--- config.mk ---
export PLATFORM = sky130hd
export DESIGN_NAME = mesi_snoop_ctrl
export DESIGN_NICKNAME = d
export VERILOG_FILES = /design/src/rtl/mesi_pkg.sv /design/src/rtl/mesi_line_store.sv /design/src/rtl/mesi_snoop_resp.sv /design/src/rtl/mesi_req_fsm.sv /design/src/rtl/mesi_snoop_ctrl.sv
export SDC_FILE = /design/constraint.sdc
export NUM_CORES = 1
export LEC_CHECK = 0
export ABC_CLOCK_PERIOD_IN_PS = 4140
export BUFFER_PORTS_ARGS = -buffer_cell sky130_fd_sc_hd__buf_2
export CAP_MARGIN = 20
export CORE_ASPECT_RATIO = 0.7
export CORE_MARGIN = 10
export CORE_UTILIZATION = 55
export CTS_CLUSTER_SIZE = 28
export DETAILED_ROUTE_END_ITERATION = 8
export GPL_ROUTABILITY_DRIVEN = 0
export MAX_ROUTING_LAYER = met4
export PLACE_DENSITY_LB_ADDON = 0.15
export SYNTH_ARGS = -nofsm -noshare
export SYNTH_HDL_FRONTEND = slang
export SYNTH_SLANG_ARGS = --single-unit
--- constraint.sdc ---
create_clock -name clk -period 4.14 [get_ports clk]
set_input_delay 0.207 -clock clk [delete_from_list [all_inputs] [get_ports clk]]
set_output_delay 0.207 -clock clk [all_outputs]
set_load 0.02 [all_outputs]
--- src/rtl/mesi_pkg.sv ---
package mesi_pkg;

   typedef enum logic [1:0] {
      LN_INV = 2'd0,
      LN_SHR = 2'd1,
      LN_EXC = 2'd2,
      LN_MOD = 2'd3
   } line_state_e;

   typedef enum logic [1:0] {
      BC_NONE = 2'd0,
      BC_RD   = 2'd1,
      BC_RDX  = 2'd2,
      BC_WB   = 2'd3
   } bus_cmd_e;

   typedef enum logic [1:0] {
      RQ_IDLE = 2'd0,
      RQ_BUS  = 2'd1,
      RQ_RESP = 2'd2
   } req_phase_e;

endpackage

--- src/rtl/mesi_line_store.sv ---
module mesi_line_store
   import mesi_pkg::*;
#(
   parameter int LINES = 8,
   parameter int IDXW  = 3,
   parameter int TAGW  = 8,
   parameter int DW    = 32
) (
   input  logic              clk,
   input  logic              rst_n,
   // lookup port for the processor side
   input  logic [IDXW-1:0]   a_idx,
   output line_state_e       a_st,
   output logic [TAGW-1:0]   a_tag,
   output logic [DW-1:0]     a_data,
   // lookup port for the snoop side
   input  logic [IDXW-1:0]   b_idx,
   output line_state_e       b_st,
   output logic [TAGW-1:0]   b_tag,
   output logic [DW-1:0]     b_data,
   // full-line update from the request sequencer (wins on a clash)
   input  logic              own_we,
   input  logic [IDXW-1:0]   own_idx,
   input  line_state_e       own_st,
   input  logic [TAGW-1:0]   own_tag,
   input  logic [DW-1:0]     own_data,
   // state-only update from the snoop responder
   input  logic              snp_we,
   input  logic [IDXW-1:0]   snp_idx,
   input  line_state_e       snp_st
);

   line_state_e       st_v  [LINES];
   logic [TAGW-1:0]   tag_v [LINES];
   logic [DW-1:0]     dat_v [LINES];

   for (genvar g = 0; g < LINES; g++) begin : g_line
      line_state_e     st_q;
      logic [TAGW-1:0] tag_q;
      logic [DW-1:0]   dat_q;
      logic            own_sel;
      logic            snp_sel;

      assign own_sel = own_we && (own_idx == IDXW'(g));
      assign snp_sel = snp_we && (snp_idx == IDXW'(g));

      always_ff @(posedge clk or negedge rst_n) begin
         if (!rst_n) begin
            st_q  <= LN_INV;
            tag_q <= '0;
            dat_q <= '0;
         end else if (own_sel) begin
            st_q  <= own_st;
            tag_q <= own_tag;
            dat_q <= own_data;
         end else if (snp_sel) begin
            st_q  <= snp_st;
         end
      end

      assign st_v[g]  = st_q;
      assign tag_v[g] = tag_q;
      assign dat_v[g] = dat_q;
   end

   assign a_st   = st_v[a_idx];
   assign a_tag  = tag_v[a_idx];
   assign a_data = dat_v[a_idx];
   assign b_st   = st_v[b_idx];
   assign b_tag  = tag_v[b_idx];
   assign b_data = dat_v[b_idx];

endmodule

--- src/rtl/mesi_snoop_resp.sv ---
module mesi_snoop_resp
   import mesi_pkg::*;
#(
   parameter int TAGW = 8
) (
   input  logic            snp_valid,
   input  bus_cmd_e        snp_cmd,
   input  logic [TAGW-1:0] snp_tag,
   input  line_state_e     ln_st,
   input  logic [TAGW-1:0] ln_tag,
   output logic            cp_shared,
   output logic            cp_flush,
   output logic            upd_we,
   output line_state_e     upd_st
);

   logic match;

   assign match = snp_valid && (ln_st != LN_INV) && (ln_tag == snp_tag);

   always_comb begin
      cp_shared = 1'b0;
      cp_flush  = 1'b0;
      upd_we    = 1'b0;
      upd_st    = ln_st;
      if (match) begin
         unique case (snp_cmd)
            BC_RD: begin
               cp_shared = 1'b1;
               cp_flush  = (ln_st == LN_MOD);
               upd_we    = (ln_st != LN_SHR);
               upd_st    = LN_SHR;
            end
            BC_RDX: begin
               cp_shared = 1'b1;
               cp_flush  = (ln_st == LN_MOD);
               upd_we    = 1'b1;
               upd_st    = LN_INV;
            end
            default: ;
         endcase
      end
   end

endmodule

--- src/rtl/mesi_req_fsm.sv ---
module mesi_req_fsm
   import mesi_pkg::*;
#(
   parameter int AW   = 16,
   parameter int DW   = 32,
   parameter int IDXW = 3,
   parameter int TAGW = 13
) (
   input  logic            clk,
   input  logic            rst_n,
   input  logic            cpu_req,
   input  logic            cpu_wr,
   input  logic [AW-1:0]   cpu_addr,
   input  logic [DW-1:0]   cpu_wdata,
   input  logic            snp_busy,
   input  line_state_e     ln_st,
   input  logic [TAGW-1:0] ln_tag,
   input  logic [DW-1:0]   ln_data,
   input  logic            bus_gnt,
   input  logic            bus_shared_in,
   input  logic [DW-1:0]   bus_fill_data,
   output logic [IDXW-1:0] lk_idx,
   output logic            cpu_done,
   output logic [DW-1:0]   cpu_rdata,
   output logic            mst_req,
   output bus_cmd_e        mst_cmd,
   output logic [AW-1:0]   mst_addr,
   output logic [DW-1:0]   mst_data,
   output logic            own_we,
   output line_state_e     own_st,
   output logic [TAGW-1:0] own_tag,
   output logic [DW-1:0]   own_data
);

   req_phase_e      ph_q, ph_d;
   logic            wr_q;
   logic [AW-1:0]   addr_q;
   logic [DW-1:0]   wdat_q;
   logic [DW-1:0]   rdat_q, rdat_d;
   logic            latch;

   logic            cur_wr;
   logic [AW-1:0]   cur_addr;
   logic [DW-1:0]   cur_wdata;
   logic [TAGW-1:0] cur_tag;
   logic            hit;
   logic            need_wb;

   always_comb begin
      cur_wr    = (ph_q == RQ_IDLE) ? cpu_wr    : wr_q;
      cur_addr  = (ph_q == RQ_IDLE) ? cpu_addr  : addr_q;
      cur_wdata = (ph_q == RQ_IDLE) ? cpu_wdata : wdat_q;
      lk_idx    = cur_addr[IDXW-1:0];
      cur_tag   = cur_addr[AW-1:IDXW];
      hit       = (ln_st != LN_INV) && (ln_tag == cur_tag);
      need_wb   = (ln_st == LN_MOD) && !hit;
   end

   always_comb begin
      ph_d     = ph_q;
      rdat_d   = rdat_q;
      latch    = 1'b0;
      own_we   = 1'b0;
      own_st   = ln_st;
      own_tag  = ln_tag;
      own_data = ln_data;
      mst_req  = 1'b0;
      mst_cmd  = BC_NONE;
      mst_addr = '0;
      mst_data = '0;
      unique case (ph_q)
         RQ_IDLE: begin
            if (cpu_req && !snp_busy) begin
               if (!cur_wr && hit) begin
                  rdat_d = ln_data;
                  ph_d   = RQ_RESP;
               end else if (cur_wr && hit && (ln_st == LN_MOD || ln_st == LN_EXC)) begin
                  own_we   = 1'b1;
                  own_st   = LN_MOD;
                  own_data = cur_wdata;
                  ph_d     = RQ_RESP;
               end else begin
                  latch = 1'b1;
                  ph_d  = RQ_BUS;
               end
            end
         end
         RQ_BUS: begin
            // the command is re-derived each cycle from the live line state,
            // so a snoop that cleans the victim cancels the write-back
            mst_req = 1'b1;
            if (need_wb) begin
               mst_cmd  = BC_WB;
               mst_addr = {ln_tag, lk_idx};
               mst_data = ln_data;
            end else begin
               mst_cmd  = cur_wr ? BC_RDX : BC_RD;
               mst_addr = cur_addr;
            end
            if (bus_gnt) begin
               own_we = 1'b1;
               if (need_wb) begin
                  own_st = LN_INV;
               end else begin
                  own_tag = cur_tag;
                  ph_d    = RQ_RESP;
                  if (cur_wr) begin
                     own_st   = LN_MOD;
                     own_data = cur_wdata;
                  end else begin
                     own_st   = bus_shared_in ? LN_SHR : LN_EXC;
                     own_data = bus_fill_data;
                     rdat_d   = bus_fill_data;
                  end
               end
            end
         end
         default: ph_d = RQ_IDLE;
      endcase
   end

   always_ff @(posedge clk or negedge rst_n) begin
      if (!rst_n) begin
         ph_q   <= RQ_IDLE;
         rdat_q <= '0;
         wr_q   <= 1'b0;
         addr_q <= '0;
         wdat_q <= '0;
      end else begin
         ph_q   <= ph_d;
         rdat_q <= rdat_d;
         if (latch) begin
            wr_q   <= cpu_wr;
            addr_q <= cpu_addr;
            wdat_q <= cpu_wdata;
         end
      end
   end

   assign cpu_done  = (ph_q == RQ_RESP);
   assign cpu_rdata = rdat_q;

endmodule

--- src/rtl/mesi_snoop_ctrl.sv ---
module mesi_snoop_ctrl
   import mesi_pkg::*;
#(
   parameter int AW    = 16,
   parameter int DW    = 32,
   parameter int LINES = 8
) (
   input  logic          clk,
   input  logic          rst_n,
   input  logic          cpu_req,
   input  logic          cpu_wr,
   input  logic [AW-1:0] cpu_addr,
   input  logic [DW-1:0] cpu_wdata,
   output logic          cpu_done,
   output logic [DW-1:0] cpu_rdata,
   output logic          mst_req,
   output logic [1:0]    mst_cmd,
   output logic [AW-1:0] mst_addr,
   output logic [DW-1:0] mst_data,
   input  logic          bus_gnt,
   input  logic          bus_shared_in,
   input  logic [DW-1:0] bus_fill_data,
   input  logic          snp_valid,
   input  logic [1:0]    snp_cmd,
   input  logic [AW-1:0] snp_addr,
   output logic          snp_shared,
   output logic          snp_flush,
   output logic [DW-1:0] snp_data
);

   localparam int IDXW = (LINES > 1) ? $clog2(LINES) : 1;
   localparam int TAGW = AW - IDXW;

   if (LINES < 2 || (LINES & (LINES - 1)) != 0) begin : g_bad_lines
      $error("mesi_snoop_ctrl: LINES must be a power of two of at least 2");
   end
   if (TAGW < 1) begin : g_bad_aw
      $error("mesi_snoop_ctrl: AW must exceed the index width");
   end
   if (DW < 1) begin : g_bad_dw
      $error("mesi_snoop_ctrl: DW must be positive");
   end

   logic [IDXW-1:0] lk_idx;
   line_state_e     a_st, b_st;
   logic [TAGW-1:0] a_tag, b_tag;
   logic [DW-1:0]   a_data, b_data;
   logic            own_we;
   line_state_e     own_st;
   logic [TAGW-1:0] own_tag;
   logic [DW-1:0]   own_data;
   logic            upd_we;
   line_state_e     upd_st;
   logic            cp_flush;
   bus_cmd_e        req_cmd;

   mesi_line_store #(
      .LINES (LINES),
      .IDXW  (IDXW),
      .TAGW  (TAGW),
      .DW    (DW)
   ) u_store (
      .clk      (clk),
      .rst_n    (rst_n),
      .a_idx    (lk_idx),
      .a_st     (a_st),
      .a_tag    (a_tag),
      .a_data   (a_data),
      .b_idx    (snp_addr[IDXW-1:0]),
      .b_st     (b_st),
      .b_tag    (b_tag),
      .b_data   (b_data),
      .own_we   (own_we),
      .own_idx  (lk_idx),
      .own_st   (own_st),
      .own_tag  (own_tag),
      .own_data (own_data),
      .snp_we   (upd_we),
      .snp_idx  (snp_addr[IDXW-1:0]),
      .snp_st   (upd_st)
   );

   mesi_snoop_resp #(
      .TAGW (TAGW)
   ) u_snoop (
      .snp_valid (snp_valid),
      .snp_cmd   (bus_cmd_e'(snp_cmd)),
      .snp_tag   (snp_addr[AW-1:IDXW]),
      .ln_st     (b_st),
      .ln_tag    (b_tag),
      .cp_shared (snp_shared),
      .cp_flush  (cp_flush),
      .upd_we    (upd_we),
      .upd_st    (upd_st)
   );

   mesi_req_fsm #(
      .AW   (AW),
      .DW   (DW),
      .IDXW (IDXW),
      .TAGW (TAGW)
   ) u_fsm (
      .clk           (clk),
      .rst_n         (rst_n),
      .cpu_req       (cpu_req),
      .cpu_wr        (cpu_wr),
      .cpu_addr      (cpu_addr),
      .cpu_wdata     (cpu_wdata),
      .snp_busy      (snp_valid),
      .ln_st         (a_st),
      .ln_tag        (a_tag),
      .ln_data       (a_data),
      .bus_gnt       (bus_gnt),
      .bus_shared_in (bus_shared_in),
      .bus_fill_data (bus_fill_data),
      .lk_idx        (lk_idx),
      .cpu_done      (cpu_done),
      .cpu_rdata     (cpu_rdata),
      .mst_req       (mst_req),
      .mst_cmd       (req_cmd),
      .mst_addr      (mst_addr),
      .mst_data      (mst_data),
      .own_we        (own_we),
      .own_st        (own_st),
      .own_tag       (own_tag),
      .own_data      (own_data)
   );

   assign mst_cmd   = req_cmd;
   assign snp_flush = cp_flush;
   assign snp_data  = cp_flush ? b_data : '0;

endmodule

==> results_tabular.tex, run 1 <==
\begin{tabular}{lr}
\hline
Metric & Value \\
\hline
\multicolumn{2}{l}{\textbf{Run status}} \\
Run status & finished with violations \\
Violations in the final reports & setup timing \\
\multicolumn{2}{l}{\textbf{STA}} \\
Final Worst Setup Slack & -0.280 ns \\
Aggregate negative setup slack & -57.16 ns \\
Unrepaired setup endpoints after global routing & true \\
Total count of hold-check failures in the final report & 0 \\
Slew margin rel. & 8.88\% \\
FMAX & 226 MHz \\
Number of failing setup endpoints in the final timing report & 433 \\
Worst Max-Slew Pin Slew & 1.37 ns \\
Tmin final & 4.42 ns \\
Final Skew & 0.0436 ns \\
Slew Limit Fails & 0 \\
Fin crit share & 107\% \\
Post-Route Hold Slack & 0.00981 ns \\
\multicolumn{2}{l}{\textbf{Power and ir drop}} \\
Leakage power summed over all cells & 15.1 nW \\
Peak supply drop & 0.612 mV \\
Overall power after layout & 30.4 mW \\
Part of the power in combinational logic & 58.6\% \\
Switching share of power & 46.3\% \\
Psw & 14.0 mW \\
Cell Pwr Density & 886 nW/µm² \\
Portion of total power attributed to sequential cells & 27.1\% \\
Int Pwr & 16.3 mW \\
Power share of the clock group & 14.2\% \\
\multicolumn{2}{l}{\textbf{Worst hold path}} \\
Min-delay worst type & primary input to flop \\
\multicolumn{2}{l}{\textbf{Synthesis}} \\
Count of unique library cells instantiated by Yosys & 75 \\
Syn Std Cell Area & 26100 µm² \\
Net Count, Synth & 2454 \\
Sequential share of the synthesized area & 44.0\% \\
Prevailing post-synth register cell & dfrtp\_1 \\
Synthesized area divided by synthesized cell count & 11.1 µm² \\
Share of flip-flops with an asynchronous set or reset after synthesis & 100\% \\
Yosys synthesis warning count & 0 \\
Number of instances in the synthesized netlist & 2347 \\
Number of flops mapped to enable cells by yosys & 0 \\
Number of flip-flops and latches in the synthesized netlist & 459 \\
\multicolumn{2}{l}{\textbf{Routing}} \\
Final routed DRC violation total & 0 \\
Antenna Violating Nets Remaining & 0 \\
DR vias & 24300 \\
Initial detailed-routing violation count & 3540 \\
Total routed wirelength & 107000 µm \\
Routed length per instance & 31.5 µm \\
Vias/cell & 7.18 \\
First drt pass iteration count & 6 \\
\multicolumn{2}{l}{\textbf{Cells and area}} \\
Relative area change from synthesis to final layout & 31.2\% \\
Utilization after layout & 73.4\% \\
Non-Filler Instances & 3379 \\
Number of nets in the finished design & 2836 \\
Share of cells above drive strength 1 & 42.5\% \\
\multicolumn{2}{l}{\textbf{Clocking}} \\
Level count of the clock H-tree & 2 \\
Insertion delay of the later-clocked pin in the worst-skew pair & 0.60 ns \\
Root Driver & clkbuf\_16 \\
Clock tree from TritonCTS & yes \\
Maximum number of buffers from clock root to sink & 3 \\
Clock-pin transition on the worst setup and hold timing paths & 0.07 ns \\
Number of buffers created by CTS & 46 \\
Number of clock sinks seen by CTS & 459 \\
\multicolumn{2}{l}{\textbf{Die}} \\
Effective utilization at floorplan & 55.9\% \\
Floorplan die width & 280 µm \\
Die Outline Area & 56700 µm² \\
Die Ht & 202 µm \\
Rows & 66 \\
Ports placed on the boundary & 223 \\
Core area & 46700 µm² \\
\multicolumn{2}{l}{\textbf{Placement}} \\
Port Buf Inserts & 222 \\
Number of placed instances, taps included & 3110 \\
Final HPWL from detailed placement & 58500 µm \\
\multicolumn{2}{l}{\textbf{Critical path}} \\
Data arrival time of the critical path & 4.21 ns \\
Largest fanout on the critical path & 8 \\
Worst setup SP type & flop \\
CP Data Required Time & 3.93 ns \\
Setup crit end kind & output pin \\
Reg-to-reg slack, setup & -0.26 ns \\
Type of the worst setup path & flop to output pin \\
\multicolumn{2}{l}{\textbf{Global route}} \\
Routing usage on met2 & 47.0\% \\
Most used routing layer & met2 \\
Global-route wire length before repair & 139000 µm \\
Pin count of the biggest net entering global routing & 116 \\
Gr usage total & 32.4\% \\
Met1 track demand over resource in global routing & 44.8\% \\
Total gr overflow & 0 \\
Antenna violations before repair & 2 \\
Via count of the first global-routing pass & 22500 \\
Global Route met3 Usage & 7.83\% \\
\multicolumn{2}{l}{\textbf{Flow run}} \\
Max-cap violations & 0 \\
\hline
\end{tabular}
## timing repair
action	in CTS	in global routing
gates cloned	4	48
pin swaps	17	85
buffers inserted	20	51
hold endpoints to repair	135	0
resized for setup	122	341
endpoints found under the setup margin	395	487
hold buffers	64	0
## routing by layer
metal  up-vias  part of all wire (%)
met5         -                     0
li1       9620                     -
met4         0                   4.4
met2      2084                    43
met3       449                    15
met1     12100                    38
## final cells by class
cell class	count	area [µm²]
Antenna cell	2	5.00
Clock buffer	64	1310
Clock inverter	20	204
Fill cell	2946	12400
Inverter	8	30.0
Multi-Input combinational cell	1690	15100
Sequential cell	459	11500
Tap cell	612	766
Timing Repair Buffer	524	5320
## registers in the layout (all words and copies together), names as in the netlist
name and cells:
u_fsm.addr_q 16, u_fsm.cpu_rdata 32, u_fsm.wr_q 1, u_fsm.wdat_q 32, u_fsm.ph_q 2, u_store.g_line.dat_q 256
u_store.g_line.tag_q 104, u_store.g_line.st_q 16
## worst max-delay path, cell delays in order (launching register included)
cell and delay [ns]:
dfrtp_2 0.46, or4b_4 0.57, buf_6 0.14, o21a_4 0.16, buf_12 0.15, o22ai_4 0.13
nor3_4 0.08, or3_1 0.38, nand4b_1 0.18, and4bb_2 0.29, buf_6 0.13, a21oi_4 0.27
nand2_8 0.18, clkbuf_16 0.26, nor2_4 0.10, buf_6 0.12
## kinds of logic (layout without fill, tap and decap cells)
kind of cell,Yosys count,after routing,share of synthesized area (%)
buffers and inverters,201,616,3.87
AO/OA/AOI/OAI,600,603,15.2
other,0,2,0
multiplexers,530,530,26.9
AND/OR/NAND/NOR,539,539,9.37
adder cells (fa/ha/maj),2,2,0.0959
flip-flops,459,459,44.0
XOR/XNOR,16,16,0.537
## path summary, 6_finish.rpt
path,from,end,cells after the start
max,u_fsm.ph_q[0],mst_data[24],15
min reg2reg,u_fsm.cpu_rdata[6],u_fsm.cpu_rdata[6],1
min,bus_fill_data[9],u_fsm.cpu_rdata[9],4
max reg2reg,u_fsm.ph_q[0],u_store.g_line[0].dat_q[12],18
max in group asynchronous,rst_n,u_fsm.addr_q[12],3
min in group asynchronous,rst_n,u_store.g_line[5].tag_q[8],2
## Yosys cell counts, drive strengths merged, types with 2 or more instances
cell type	n	area (µm²)
a211oi	12	90.1
a21o	8	67.6
a21oi	84	439
a22oi	5	42.5
a31o	2	17.5
a31oi	3	25.0
and2	6	37.5
and3	6	37.5
buf	99	627
clkbuf	94	353
dfrtp	459	11500
ha	2	25.0
inv	8	30.0
mux2	367	4210
mux2i	69	691
mux4	94	2120
nand2	289	1100
nand2b	5	31.3
nand3	23	120
nand4	6	37.5
nand4b	2	23.8
nor2	109	449
nor2b	3	18.8
nor3	24	154
nor4	17	106
o211a	6	60.1
o211ai	33	512
o21a	4	31.3
o21ai	192	961
o22a	2	17.5
o22ai	182	1140
o31a	29	254
o31ai	32	240
or2	3	18.8
or3	38	238
or4b	2	20.0
xnor2	15	131
## power by group through the flow
stage / logic (mW) / clock network, mW / registers [mW]
CTS: 14.8 / 4.31 / 7.98
floorplan: 9.60 / 0 / 7.67
detailed placement: 13.9 / 0 / 8.01
global placement: 13.5 / 0 / 7.87
global route: 18.6 / 4.51 / 8.39
finish: 17.8 / 4.32 / 8.23
## per-stage QoR
| step | setup WS (ns) | area (µm²) |
|---|---|---|
| floorplan | 0.202 | 26100 |
| global placement | -0.0734 | 28400 |
| detailed placement | -0.0963 | 28400 |
| CTS | -0.0906 | 31300 |
| global route | -0.318 | 34200 |
| finish | -0.280 | 34200 |
## cell usage in the layout (no fill, tap or decap), types with 10 or more instances in the layout
cell type	instances
a211oi_2	10
a21oi_1	78
buf_12	54
buf_2	172
buf_4	117
buf_6	69
buf_8	12
clkbuf_16	80
clkinv_2	10
dfrtp_1	457
dlygate4sd3_1	64
mux2_1	48
mux2_2	241
mux2_4	78
mux2i_1	68
mux4_2	94
nand2_1	282
nand3_1	14
nor2_1	62
nor2_2	14
nor2_4	33
nor3_1	13
o211ai_4	24
o21ai_0	135
o21ai_1	29
o21ai_2	26
o22ai_1	152
o22ai_2	20
o22ai_4	10
o31a_1	28
o31ai_1	32
or3_1	35
xnor2_1	14
No activity file was read; power rests on OpenSTA's default activity.
==> run 2, diff against run 1 <==
--- a/config.mk
+++ b/config.mk
@@ -5,6 +5,7 @@
 export SDC_FILE = /design/constraint.sdc
 export NUM_CORES = 1
 export LEC_CHECK = 0
+export ABC_AREA = 1
 export ABC_CLOCK_PERIOD_IN_PS = 4140
 export BUFFER_PORTS_ARGS = -buffer_cell sky130_fd_sc_hd__buf_2
 export CAP_MARGIN = 20
==> run 2 against run 1 <==
Compared with the run above:
- the run still ends with setup timing left
- register-to-register slack improved by 0.55 ns
- critical endpoint is now mst_data[21]
- routed wire length increased by 5.7%
- critical path type unchanged
- setup slack improved by 0.28 ns
- clock power increased by 4%
- synthesized cell count increased by 66%
- final cell count increased by 42%
- cell area decreased by 8.1%
- area after synthesis increased by 3.6%
- highest routed layer unchanged
- largest power group unchanged
- maximum frequency increased by 6.7%
- via count increased by 23%
==> results_tabular.tex, run 2 <==
\begin{tabular}{lr}
\hline
Metric & Value \\
\hline
\multicolumn{2}{l}{\textbf{Synthesis}} \\
Fraction of the mapped netlist area in adder cells & 0.0925\% (was 0.0959\%) \\
Xor and xnor area share after synthesis & 0.162\% (was 0.537\%) \\
Sequential share of the synthesized area & 42.5\% (was 44.0\%) \\
Proportion of synthesized area in mux cells & 0.116\% (was 26.9\%) \\
Main area contributors after synthesis & dfrtp\_1, nand2\_1, nand3\_1 (was dfrtp\_1, mux2\_2, mux4\_2) \\
Basic-gate share of the synthesized area counting and, or, nand and nor cells & 34.3\% (was 9.37\%) \\
Synthesized area divided by synthesized cell count & 6.93 µm² (was 11.1 µm²) \\
Syn Std Cell Area & 27100 µm² (was 26100 µm²) \\
Number of instances in the synthesized netlist & 3906 (was 2347) \\
Number of flops mapped to enable cells by yosys & 0 (unchanged) \\
Main combinational cell family by area after synthesis & simple AND/OR/NAND/NOR gates (was multiplexers) \\
Number of flip-flops and latches in the synthesized netlist & 459 (unchanged) \\
Top cell type's share of synthesized area & 42.5\% (was 44.0\%) \\
Compound-cell area share of the yosys netlist & 14.9\% (was 15.2\%) \\
Count of unique library cells instantiated by Yosys & 44 (was 75) \\
Share of flip-flops with an asynchronous set or reset after synthesis & 100\% (unchanged) \\
Prevailing post-synth register cell & dfrtp\_1 (unchanged) \\
Yosys synthesis warning count & 0 (unchanged) \\
Most frequent cell after synthesis & nand2\_1 (was dfrtp\_1) \\
Cell taking the most area after synthesis & dfrtp\_1 (unchanged) \\
Top cells by count, synth & nand2\_1, dfrtp\_1, nand3\_1, o21ai\_0, o22ai\_1 (was dfrtp\_1, nand2\_1, mux2\_2, o22ai\_1, o21ai\_0) \\
Net Count, Synth & 4013 (was 2454) \\
\multicolumn{2}{l}{\textbf{STA}} \\
Post-Route Hold Slack & 0.0215 ns (was 0.00981 ns) \\
Slew Limit Fails & 0 (unchanged) \\
FMAX & 241 MHz (was 226 MHz) \\
Tmin final & 4.14 ns (was 4.42 ns) \\
Fin crit share & 100\% (was 107\%) \\
Final Worst Setup Slack & -0.00264 ns (was -0.280 ns) \\
Number of failing setup endpoints in the final timing report & 1 (was 433) \\
Aggregate negative setup slack & -0.00264 ns (was -57.16 ns) \\
Worst Max-Slew Pin Slew & 1.17 ns (was 1.37 ns) \\
Slew margin rel. & 22.3\% (was 8.88\%) \\
Final Skew & 0.0227 ns (was 0.0436 ns) \\
Total count of hold-check failures in the final report & 0 (unchanged) \\
\multicolumn{2}{l}{\textbf{Cells and area}} \\
Relative area change from synthesis to final layout & 16.3\% (was 31.2\%) \\
Number of nets in the finished design & 4222 (was 2836) \\
Most frequent standard cell in the layout excluding fill and tap cells & nand2\_1 (was dfrtp\_1) \\
Max reg flops & 256 (unchanged) \\
Largest registers in the final layout & u\_store.g\_line.dat\_q: 256 flops, u\_store.g\_line.tag\_q: 104 flops (unchanged) \\
Share of cells above drive strength 1 & 13.1\% (was 42.5\%) \\
Reg with most FFs & u\_store.g\_line.dat\_q (unchanged) \\
Most frequent cells in the layout & nand2\_1, dfrtp\_1, nand3\_1, o21ai\_0, o22ai\_1 (was dfrtp\_1, nand2\_1, mux2\_2, buf\_2, o22ai\_1) \\
\multicolumn{2}{l}{\textbf{Die}} \\
Ports placed on the boundary & 223 (unchanged) \\
Rows & 67 (was 66) \\
Effective utilization at floorplan & 56.1\% (was 55.9\%) \\
Floorplan die width & 285 µm (was 280 µm) \\
Die Outline Area & 58600 µm² (was 56700 µm²) \\
Core area & 48200 µm² (was 46700 µm²) \\
Die Ht & 206 µm (was 202 µm) \\
\multicolumn{2}{l}{\textbf{Global route}} \\
Antenna violations before repair & 2 (unchanged) \\
Total gr overflow & 0 (unchanged) \\
Pin count of the biggest net entering global routing & 102 (was 116) \\
Gr usage total & 38.2\% (was 32.4\%) \\
Global-route wire length before repair & 169000 µm (was 139000 µm) \\
Via count of the first global-routing pass & 27700 (was 22500) \\
\multicolumn{2}{l}{\textbf{Clocking}} \\
Clock-pin transition on the worst setup and hold timing paths & 0.06 ns (was 0.07 ns) \\
Number of buffers created by CTS & 46 (unchanged) \\
Clock tree from TritonCTS & yes (unchanged) \\
Level count of the clock H-tree & 2 (unchanged) \\
Number of clock sinks seen by CTS & 459 (unchanged) \\
Root Driver & clkbuf\_16 (unchanged) \\
Maximum number of buffers from clock root to sink & 3 (unchanged) \\
Insertion delay of the later-clocked pin in the worst-skew pair & 0.59 ns (was 0.60 ns) \\
\multicolumn{2}{l}{\textbf{Critical path}} \\
Crit path buf inv count & 5 (unchanged) \\
Worst setup SP type & flop (unchanged) \\
Data arrival time of the critical path & 3.94 ns (was 4.21 ns) \\
Largest fanout on the critical path & 38 (was 8) \\
CP Data Required Time & 3.93 ns (about the same) \\
Delay of the slowest cell on the worst path & 0.42 ns (was 0.57 ns) \\
CP dominant cell by count & nand2\_1 (was buf\_6) \\
Setup crit end kind & output pin (unchanged) \\
Cell with the biggest individual delay on the critical path & dfrtp\_1 (was or4b\_4) \\
Cell type group with the largest total delay on the critical path & simple AND/OR/NAND/NOR gates (unchanged) \\
Crit-path cells & inv\_2 > nand2\_2 > nand2\_1 > nand2\_1 > buf\_12 > nand2\_2 > buf\_4 > buf\_4 > o22ai\_1 > o21ai\_1 > nand2\_1 > nor2\_1 > buf\_2 (was or4b\_4 > buf\_6 > o21a\_4 > buf\_12 > o22ai\_4 > nor3\_4 > or3\_1 > nand4b\_1 > and4bb\_2 > buf\_6 > a21oi\_4 > nand2\_8 > clkbuf\_16 > nor2\_4 > buf\_6) \\
Type of the worst setup path & flop to output pin (unchanged) \\
\multicolumn{2}{l}{\textbf{Routing}} \\
Total routed wirelength & 113000 µm (was 107000 µm) \\
Vias/cell & 6.18 (was 7.18) \\
First drt pass iteration count & 7 (was 6) \\
Final routed DRC violation total & 0 (unchanged) \\
Routed length per instance & 23.4 µm (was 31.5 µm) \\
Total met3 wirelength after detailed routing & 20900 µm (was 16100 µm) \\
Met1 wire length & 43600 µm (was 40300 µm) \\
Initial detailed-routing violation count & 4788 (was 3540) \\
Wire length on met2 & 44700 µm (was 45400 µm) \\
Antenna Violating Nets Remaining & 0 (unchanged) \\
Top metal layer carrying routed signals & met4 (unchanged) \\
DR vias & 29700 (was 24300) \\
\multicolumn{2}{l}{\textbf{Flow run}} \\
Max-cap violations & 0 (unchanged) \\
\multicolumn{2}{l}{\textbf{Power and ir drop}} \\
Peak supply drop & 0.573 mV (was 0.612 mV) \\
Leakage power summed over all cells & 16.4 nW (was 15.1 nW) \\
Cell Pwr Density & 1020 nW/µm² (was 886 nW/µm²) \\
Overall power after layout & 32.0 mW (was 30.4 mW) \\
\multicolumn{2}{l}{\textbf{Worst hold path}} \\
Min-delay worst type & primary input to flop (unchanged) \\
\multicolumn{2}{l}{\textbf{Placement}} \\
Port Buf Inserts & 222 (unchanged) \\
Final HPWL from detailed placement & 72600 µm (was 58500 µm) \\
Worst setup timing slack at the placement stage & 0.254 ns (was -0.0963 ns) \\
\multicolumn{2}{l}{\textbf{Run status}} \\
Violations in the final reports & setup timing (unchanged) \\
Run status & finished with violations (unchanged) \\
\hline
\end{tabular}
run 2: layer usage:
metal | track usage (%) | up-vias
li1 | - | 13300
met1 | 50.4 | 13700
met2 | 50.4 | 2387
met3 | 18.3 | 316
met4 | 12.4 | 0
met5 | - | -
run 2: worst reg2reg max path: stages (launching register included):
cell and delay [ns]:
dfrtp_1 0.43, nor2_4 0.13, buf_4 0.16, nand2_2 0.07, o21ai_4 0.11, buf_8 0.31, nor2_1 0.18, inv_2 0.27
buf_4 0.24, o22ai_1 0.08, o21ai_0 0.51, nand2_2 0.35, nand2_1 0.15, nand3_1 0.29, nand3_2 0.33, nand2_1 0.09
nand2_1 0.08
run 2: final cells by class:
class,count,area [µm²]
Clock inverter,14,206
Inverter,220,832
Multi-Input combinational cell,2959,13600
Antenna cell,2,5.00
Clock buffer,70,1380
Sequential cell,459,11500
Timing Repair Buffer,429,3170
Fill cell,4212,16700
Tap cell,655,820
run 2: what timing repair did:
action,4_1_cts,5_1_grt
buffers inserted,3,0
hold endpoints to repair,169,1
endpoints found under the setup margin,29,69
gates resized for setup,8,30
gates cloned,0,2
hold buffers,77,1
pin swaps,1,1
run 2: final timing paths:
kind	startpoint	end	slack (ns)	cells past startpoint
max reg2reg	u_fsm.ph_q[1]	u_store.g_line[2].dat_q[30]	0.29	16
min	bus_fill_data[18]	u_fsm.cpu_rdata[18]	0.02	3
max in group asynchronous	rst_n	u_store.g_line[7].tag_q[0]	2.80	3
max	u_fsm.ph_q[0]	mst_data[21]	-0.003	13
min reg2reg	u_fsm.wdat_q[12]	u_fsm.wdat_q[12]	0.48	2
min in group asynchronous	rst_n	u_fsm.addr_q[14]	0.21	2
run 2: cells by family after synthesis:
group                      count (synthesis)
buffers and inverters                    489
muxes                                      3
adders and majority gates                  2
DFF                                      459
xor gates and xnor gates                   5
AOI/OAI and AO/OA                        724
and+or+nand+nor                         2224
run 2: power by group:
| part | switching (mW) | internal, mW |
|---|---|---|
| Clock | 1.90 | 2.60 |
| Combinational | 14.1 | 5.37 |
| Sequential | 1.50 | 6.57 |
run 2: per-stage QoR:
stage	instances	cell area [µm²]	util, %
detailed placement	4639	28900	60.0
global placement	4638	28900	60.0
floorplan	3906	27100	-
CTS	4803	31300	65.0
finish	4808	31500	65.3
global route	4808	31500	65.3
